[config.mk]
export PLATFORM = sky130hd
export DESIGN_NAME = pcm_serial_port
export DESIGN_NICKNAME = d
export VERILOG_FILES = /design/src/rtl/pcm_sp_pkg.sv /design/src/rtl/pcm_sig_sample.sv /design/src/rtl/pcm_mode_detect.sv /design/src/rtl/pcm_tx_shift.sv /design/src/rtl/pcm_rx_shift.sv /design/src/rtl/pcm_serial_port.sv
export SDC_FILE = /design/constraint.sdc
export NUM_CORES = 1
export LEC_CHECK = 0
export BUFFER_PORTS_ARGS = -buffer_cell sky130_fd_sc_hd__buf_4
export CAP_MARGIN = 20
export CORE_AREA = 2 2 52 102
export CTS_BUF_LIST = sky130_fd_sc_hd__clkbuf_8
export DETAILED_ROUTE_END_ITERATION = 6
export DIE_AREA = 0 0 54 104
export MAX_ROUTING_LAYER = met4
export PLACE_DENSITY = 0.67
export SETUP_SLACK_MARGIN = 0.2
export SYNTH_ARGS = -nofsm -noshare
export SYNTH_HDL_FRONTEND = slang
export SYNTH_SLANG_ARGS = --single-unit
[constraint.sdc]
create_clock -name clk -period 2.8 [get_ports clk]
set_clock_uncertainty 0.05 [all_clocks]
set_input_delay 0.28 -clock clk [delete_from_list [all_inputs] [get_ports clk]]
set_output_delay 0.28 -clock clk [all_outputs]
set_load 0.01 [all_outputs]
[src/rtl/pcm_sp_pkg.sv]
package pcm_sp_pkg;
  typedef enum logic {
    FS_SHORT = 1'b0,
    FS_LONG  = 1'b1
  } fs_mode_e;
endpackage

[src/rtl/pcm_sig_sample.sv]
// Samples a vector of slow level inputs; q is the current sample, p the one before.
module pcm_sig_sample #(
  parameter int W = 4
) (
  input  logic         clk,
  input  logic         rst,
  input  logic [W-1:0] d,
  output logic [W-1:0] q,
  output logic [W-1:0] p
);
  always_ff @(posedge clk) begin
    if (rst) begin
      q <= '0;
      p <= '0;
    end else begin
      q <= d;
      p <= q;
    end
  end
endmodule

[src/rtl/pcm_mode_detect.sv]
// Measures transmit frame sync width in falling bit clock edges.
module pcm_mode_detect
  import pcm_sp_pkg::*;
#(
  parameter int LONG_MIN = 3
) (
  input  logic     clk,
  input  logic     rst,
  input  logic     fall,
  input  logic     fs_lvl,
  output fs_mode_e mode
);
  localparam int CW = $clog2(LONG_MIN + 1);
  localparam logic [CW-1:0] SAT = CW'(LONG_MIN);

  logic [CW-1:0] run;

  always_ff @(posedge clk) begin
    if (rst) begin
      run  <= '0;
      mode <= FS_SHORT;
    end else if (fall) begin
      if (fs_lvl) begin
        if (run != SAT) run <= run + 1'b1;
      end else if (run != '0) begin
        if (run == CW'(1))   mode <= FS_SHORT;
        else if (run == SAT) mode <= FS_LONG;
        run <= '0;
      end
    end
  end
endmodule

[src/rtl/pcm_tx_shift.sv]
// Transmit framing: start rule per mode, MSB-first shift, enable timing.
module pcm_tx_shift #(
  parameter int W = 8
) (
  input  logic         clk,
  input  logic         rst,
  input  logic         long_mode,
  input  logic         rise,
  input  logic         fall,
  input  logic         bclk_lvl,
  input  logic         fs_lvl,
  input  logic         fs_rise,
  input  logic [W-1:0] word,
  output logic         dout,
  output logic         oe
);
  localparam int CW = $clog2(W + 1);
  localparam logic [CW-1:0] LAST = CW'(W);

  logic [W-1:0]  sh;
  logic [W-1:0]  hold;
  logic [CW-1:0] cnt;
  logic          pend;
  logic          go;
  logic          arm;

  always_comb begin
    go  = !oe && ((pend && rise) || (long_mode && fs_rise && bclk_lvl));
    arm = !oe && !pend &&
          ((!long_mode && fall && fs_lvl) || (long_mode && fs_rise && !bclk_lvl));
  end

  always_ff @(posedge clk) begin
    if (rst) begin
      sh   <= '0;
      hold <= '0;
      cnt  <= '0;
      pend <= 1'b0;
      oe   <= 1'b0;
    end else if (go) begin
      oe   <= 1'b1;
      sh   <= hold;
      hold <= word;
      cnt  <= CW'(1);
      pend <= 1'b0;
    end else if (oe && rise && cnt != LAST) begin
      sh  <= {sh[W-2:0], 1'b0};
      cnt <= cnt + 1'b1;
    end else if (oe && fall && cnt == LAST) begin
      oe  <= 1'b0;
      sh  <= '0;
      cnt <= '0;
    end else if (arm) begin
      pend <= 1'b1;
    end
  end

  assign dout = sh[W-1];
endmodule

[src/rtl/pcm_rx_shift.sv]
// Receive framing: arms per mode, latches MSB first on falling edges.
module pcm_rx_shift #(
  parameter int W = 8
) (
  input  logic         clk,
  input  logic         rst,
  input  logic         long_mode,
  input  logic         fall,
  input  logic         fs_lvl,
  input  logic         fs_rise,
  input  logic         din,
  output logic [W-1:0] rx_byte,
  output logic         valid
);
  localparam int CW = $clog2(W);
  localparam logic [CW-1:0] LAST = CW'(W - 1);

  logic          busy;
  logic [CW-1:0] cnt;
  logic [W-1:0]  sh;

  always_ff @(posedge clk) begin
    if (rst) begin
      busy    <= 1'b0;
      cnt     <= '0;
      sh      <= '0;
      rx_byte <= '0;
      valid   <= 1'b0;
    end else begin
      valid <= 1'b0;
      if (!busy) begin
        if ((!long_mode && fall && fs_lvl) || (long_mode && fs_rise)) busy <= 1'b1;
      end else if (fall) begin
        sh <= {sh[W-2:0], din};
        if (cnt == LAST) begin
          rx_byte <= {sh[W-2:0], din};
          valid   <= 1'b1;
          cnt     <= '0;
          busy    <= 1'b0;
        end else begin
          cnt <= cnt + 1'b1;
        end
      end
    end
  end
endmodule

[src/rtl/pcm_serial_port.sv]
module pcm_serial_port
  import pcm_sp_pkg::*;
#(
  parameter int WORD_W   = 8,
  parameter int LONG_MIN = 3
) (
  input  logic              clk,
  input  logic              rst,
  input  logic              sync_mode,
  input  logic              tx_bclk,
  input  logic              tx_fs,
  input  logic [WORD_W-1:0] tx_word,
  output logic              tx_dout,
  output logic              tx_oe,
  input  logic              rx_bclk,
  input  logic              rx_fs,
  input  logic              rx_din,
  output logic [WORD_W-1:0] rx_byte,
  output logic              rx_valid,
  output logic              long_mode
);
  localparam int NS = 4;

  logic [NS-1:0] s_q;
  logic [NS-1:0] s_p;
  logic          din_q;
  fs_mode_e      mode;

  logic tx_bclk_lvl, tx_rise, tx_fall, tx_fs_lvl, tx_fs_rise;
  logic rx_own_fall, rx_fall, rx_fs_lvl, rx_fs_rise;

  pcm_sig_sample #(.W(NS)) smp_i (
    .clk (clk),
    .rst (rst),
    .d   ({tx_bclk, tx_fs, rx_bclk, rx_fs}),
    .q   (s_q),
    .p   (s_p)
  );

  always_ff @(posedge clk) begin
    if (rst) din_q <= 1'b0;
    else     din_q <= rx_din;
  end

  always_comb begin
    tx_bclk_lvl = s_q[3];
    tx_rise     = s_q[3] & ~s_p[3];
    tx_fall     = ~s_q[3] & s_p[3];
    tx_fs_lvl   = s_q[2];
    tx_fs_rise  = s_q[2] & ~s_p[2];
    rx_own_fall = ~s_q[1] & s_p[1];
    rx_fs_lvl   = s_q[0];
    rx_fs_rise  = s_q[0] & ~s_p[0];
    rx_fall     = sync_mode ? tx_fall : rx_own_fall;
  end

  pcm_mode_detect #(.LONG_MIN(LONG_MIN)) mode_i (
    .clk    (clk),
    .rst    (rst),
    .fall   (tx_fall),
    .fs_lvl (tx_fs_lvl),
    .mode   (mode)
  );

  assign long_mode = (mode == FS_LONG);

  pcm_tx_shift #(.W(WORD_W)) tx_i (
    .clk       (clk),
    .rst       (rst),
    .long_mode (long_mode),
    .rise      (tx_rise),
    .fall      (tx_fall),
    .bclk_lvl  (tx_bclk_lvl),
    .fs_lvl    (tx_fs_lvl),
    .fs_rise   (tx_fs_rise),
    .word      (tx_word),
    .dout      (tx_dout),
    .oe        (tx_oe)
  );

  pcm_rx_shift #(.W(WORD_W)) rx_i (
    .clk       (clk),
    .rst       (rst),
    .long_mode (long_mode),
    .fall      (rx_fall),
    .fs_lvl    (rx_fs_lvl),
    .fs_rise   (rx_fs_rise),
    .din       (din_q),
    .rx_byte   (rx_byte),
    .valid     (rx_valid)
  );
endmodule

; After elaboration in Yosys (flattened, before gate mapping)
; Cells that the tools add are included.
[word_totals]
input_bits = 16
register_bits = 54
wordCells = 100
output_inout_bits = 12
[op_classes]
n_addsub = 3
n_eq_ne = 8
n_reduce_logical = 37
mux = 21
n_bitwise = 15
[ops]
columns = cell, n
row1 = $mux W8, 3
row2 = $logic_and A1 B1 Y1, 16
row3 = $mux W1, 12
row4 = $not A1 Y1, 10
row5 = $reduce_bool A2 Y1, 5
row6 = $reduce_and A3 Y1, 3
row7 = $mux W4, 2
row8 = $mux W2, 3
row9 = $and A1 B1 Y1, 5
row10 = $add A4 B1 Y4 const B, 1
row11 = $eq A4 B4 Y1 const B, 1
row12 = $logic_not A1 Y1, 4
row13 = $ne A2 B1 Y1 const B, 2
row14 = $ne A4 B4 Y1 const B, 1
row15 = $reduce_and A2 Y1, 2
row16 = $reduce_and A4 Y1, 1
row17 = $add A3 B1 Y3 const B, 1
row18 = $eq A3 B3 Y1 const B, 1
row19 = $logic_or A1 B1 Y1, 3
row20 = $mux W3, 1
row21 = $reduce_bool A3 Y1, 1
row22 = $reduce_or A3 Y1, 1
row23 = $add A2 B1 Y2 const B, 1
row24 = $eq A2 B1 Y1 const B, 1
row25 = 3 further kinds, 3

; Depth between registers and ports, before layout
[logic_depth]
depth_word = 8
ltp_mapped = 7
ltp_nobuf = 6

; Hierarchy
; A second synthesis with hierarchy kept.
[hier_totals]
cells_unflattened = 254
hier_area_um2 = 2419.8
[modules_own_cells]
columns = module, cells_each, n_inst, area_each_um2, seq_area_each_um2
row1 = pcm_tx_shift, 120, 1, 1053.5, 440.4
row2 = pcm_rx_shift, 89, 1, 883.3, 400.4
row3 = pcm_sig_sample, 16, 1, 210.2, 160.2
row4 = pcm_mode_detect, 21, 1, 196.4, 60.1
row5 = pcm_serial_port, 8, 1, 76.3, 20.0

; Least setup slack after synthesis
; OpenSTA, ideal clock, no wires.
[synth_timing]
path_kind = reg-to-reg
start = register tx_i.cnt[0]
end = register tx_i.sh[2]
t_arrival_ps = 1458
stages_incl_launch_ff = 8
n_path_buf = 1
period_less_slack_ps = 1627
required_time_ps = 2631
path_slack_ps = 1173
setup_time_ps = 119
cell_sequence = dfxtp_1 -> inv_1 -> ha_1 -> and3b_1 -> buf_6 -> mux2i_4 -> nand2_1 -> o221a_2
[synth_between]
elab_chain_cells = 4
word_cells_on_any_way = 7
cone_classes = eq/ne: 2 / mux: 2 / reduce/logical: 3
[synth_lines]
columns = element, line
row1 = start: declaration, pcm_tx_shift.sv:22  ; logic [CW-1:0] cnt;
row2 = start signal: assignment, pcm_tx_shift.sv:48  ; cnt <= cnt + 1'b1;
row3 = $ne A4 B4 Y1, pcm_tx_shift.sv:46  ; end else if (oe && rise && cnt != LAST) begin
row4 = $logic_and A1 B1 Y1, pcm_tx_shift.sv:46
row5 = $mux W8, pcm_tx_shift.sv:46
row6 = $mux W8, pcm_tx_shift.sv:40  ; end else if (go) begin
row7 = end signal: assignment, pcm_tx_shift.sv:42  ; sh <= hold;
row8 = end signal: assignment, pcm_tx_shift.sv:47  ; sh <= {sh[W-2:0], 1'b0};
row9 = end: declaration, pcm_tx_shift.sv:20  ; logic [W-1:0] sh;
; Parallel ways exist; a longest one is shown, timed or not.
; A chain may end at the register's enable or synchronous reset.

; Worst setup path in the final report
[layout_timing]
start = register tx_i.cnt[0]
end = register tx_i.sh[7]
; Same word-level chain as after synthesis.

==> flow_summary.json <==
{
  "outcome": "finished, final reports clean",
  "hold_buffers": 0,
  "synth_edf_count": 0,
  "synthAdderAreaFrac_pct": 4.08,
  "cts_resized": 0,
  "cts-htree-levels": 2,
  "cts_buffer_depth": 2,
  "clkSlewWorstSetupHoldPaths_ns": 0.09,
  "coreArea_sq_um": 4860,
  "async_flop_share_pct": 0,
  "synth.area.mux_share_pct": 5.24,
  "insertion_delay_ns": 0.30,
  "synth_top_family_by_area": "simple AND/OR/NAND/NOR gates",
  "post-route-min-period_ns": 1.86,
  "rows": 36,
  "finalCritPeriodShare_pct": 66.5,
  "rr_worst_depth": 6,
  "die_x_microns": 54,
  "vias": 1616,
  "ff2ff_setup_slack_ns": 0.94,
  "maxCapViolCount": 0,
  "numCtsBuffers": 5,
  "synthCells": 222,
  "ioPinCount": 28,
  "synth.top_cell.area_share_pct": 50.3,
  "antenna_cells": 0,
  "worst_setup_path_end_kind": "flop",
  "nets": 269,
  "p_comb_share_pct": 3.1,
  "synth_most_common_cell": "dfxtp_1",
  "grt_pass1_vias": 1610,
  "intPower_w": 0.00118,
  "cp-start-kind": "flop",
  "synth_area_sq_um": 2150,
  "yosysTopAreaCell": "dfxtp_1",
  "hold_path_end": "smp_i.q[0]$_SDFF_PP0_",
  "r2r-end": "tx_i.sh[7]$_SDFFE_PP0P_",
  "die_area_sq_um": 5620,
  "postCtsSetupBuffers": 0,
  "clock-sinks": 54,
  "hpwl_microns": 2770,
  "synthSimpleGateAreaFrac_pct": 19.7,
  "grt_antenna_before_repair": 0,
  "drt-total-wl_microns": 3810,
  "cts_tree": "built",
  "timing.fmax_ghz": 0.537,
  "portBuffers": 27,
  "grt_max_degree": 46,
  "synth_ff_type": "dfxtp_1",
  "drc_errors": 0,
  "synth_common_cells": "54 x dfxtp_1, 24 x nand2_1, 19 x a21oi_1",
  "rsz0062_at_grt": "false",
  "hold_class": "in -> reg",
  "ir_drop_v": 0.000381,
  "cp_max_fo": 9,
  "maxSlewViolCount": 0,
  "relSlewSlack_pct": 54.6,
  "holdWs_ns": 0.142,
  "drtIter0Drc": 23,
  "setup_violations": 0,
  "leakagePower_nw": 1.04,
  "cts_root_buffer": "clkbuf_8",
  "ys_seq_area_share_pct": 50.3,
  "power.density_nw_per_um2": 577,
  "r2r_start": "tx_i.cnt[0]$_SDFFE_PP0P_",
  "grt_remaining_overflow": 0,
  "gr-usage-all-layers_pct": 15.5,
  "area_growth_pct": 16.8,
  "viasPerCell": 5.32,
  "yosys_warnings": 0,
  "avgSynthCellArea_sq_um": 9.68,
  "gp_congestion": 0.795,
  "grt_pass1_wl_microns": 6510,
  "clockPowerShare_pct": 42.8,
  "synth.area.top_cells": "dfxtp_1 50%, a21oi_1 4.4%, mux2i_1 4.2%",
  "cp.arrival_ns": 2.01,
  "start_util_pct": 44.2,
  "synth_xor_area_share_pct": 0.815,
  "fin_setup_tns_ns": 0,
  "ys_ff_latch": 54,
  "crit_type": "reg -> reg",
  "firstDrtPassIters": 4,
  "worstHoldPathCells": 2,
  "detail-route-antenna-nets": 0,
  "post-route-util_pct": 51.6,
  "hp-start": "rx_fs",
  "cp.required_ns": 2.95,
  "swShare_pct": 18.5,
  "drive_gt1_share_pct": 18.6,
  "wire_per_inst_microns": 12.5,
  "synth.distinct_cells": 42,
  "syn_nets": 245,
  "synth_compound_area_share_pct": 15.8,
  "final-hold-violation-count": 0,
  "p_seq_share_pct": 54.0,
  "power_switching_w": 0.000268,
  "die-height_microns": 104,
  "worst_slew_pin_slew_ns": 0.682
}
[placed cells by master, fill, tap and decap left out, types with 2 or more instances in the layout]
cell,count
a211oi_1,2
a21oi_1,19
a22o_1,8
a22oi_1,6
a31oi_1,2
and3b_1,5
buf_4,28
bufinv_16,2
clkbuf_8,6
dfxtp_1,54
ha_1,7
inv_1,6
mux2i_1,9
nand2_1,24
nand2b_1,2
nand3_1,6
nor2_1,16
nor2_2,2
nor2b_1,10
nor3_1,10
nor3b_1,2
o221a_2,2
[stage by stage]
stage               std cells  instance area [sq um]  power, W  setup WS (ns)
floorplan                 222                   2150  0.000825           1.17
global placement          296                   2370  0.000846           1.00
detailed placement        296                   2370  0.000847          0.941
CTS                       304                   2510   0.00147          0.934
global route              304                   2510   0.00150          0.792
finish                    304                   2510   0.00145          0.939
[state kept, by name, indices dropped and copies added (netlist names)]
signal and count:
tx_i.cnt 4, rx_i.cnt 3, tx_i.hold 8, rx_i.sh 7, tx_i.oe 1, tx_i.sh 8, rx_i.valid 1, tx_i.pend 1
rx_i.rx_byte 8, smp_i.q 4, mode_i.mode 1, mode_i.run 2, rx_i.busy 1, smp_i.p 4, din_q 1
[cell type report]
type                    instances  area [sq um]
flip-flops and latches         54          1080
inverters                       6          22.5
clock inverters                 2          60.1
multi-input cells             151           982
well taps                      57          71.3
repair buffers                 28           210
fillers                       461          2350
clock buffers                   6          82.6
[layer usage]
layer | global-route usage, % | wire, microns | vias to the layer above
li1 | - | - | 821
met1 | 14.7 | 1520 | 758
met2 | 27.9 | 2100 | 30
met3 | 3.88 | 125 | 7
met4 | 5.89 | 72 | 0
met5 | - | 0 | -
[worst max-delay path: stages, from the launching register on]
cell and delay [ns]:
dfxtp_1 0.34, inv_1 0.08, ha_1 0.14, and3b_1 0.35, mux2i_4 0.42, nand2_1 0.12
o221a_2 0.27
[worst max-delay path by stage]
stage                               to                startpoint  cells past startpoint
2_1_floorplan  tx_i.sh[2]$_SDFFE_PP0P_  tx_i.cnt[0]$_SDFFE_PP0P_                      7
3_3_place_gp   tx_i.sh[2]$_SDFFE_PP0P_  tx_i.cnt[0]$_SDFFE_PP0P_                      6
3_5_place_dp   tx_i.sh[2]$_SDFFE_PP0P_  tx_i.cnt[0]$_SDFFE_PP0P_                      6
4_1_cts        tx_i.sh[7]$_SDFFE_PP0P_  tx_i.cnt[0]$_SDFFE_PP0P_                      6
5_1_grt        tx_i.sh[7]$_SDFFE_PP0P_  tx_i.cnt[0]$_SDFFE_PP0P_                      6
6_report       tx_i.sh[7]$_SDFFE_PP0P_  tx_i.cnt[0]$_SDFFE_PP0P_                      6
[cells by family after synthesis]
| family | after synthesis |
|---|---|
| fa+ha+maj | 7 |
| flops | 54 |
| simple gates | 84 |
| compound gates | 48 |
| mux | 10 |
| buf+inv | 17 |
| xor+xnor | 2 |
[power by group through the flow]
stage,sequential [W],combinational [W],clock (W)
2_1_floorplan,0.000798,0.0000271,0
3_3_place_gp,0.000800,0.0000460,0
3_5_place_dp,0.000800,0.0000462,0
4_1_cts,0.000782,0.0000464,0.000637
5_1_grt,0.000784,0.0000506,0.000668
6_report,0.000782,0.0000456,0.000620
Power figures use the tool's default switching activity.
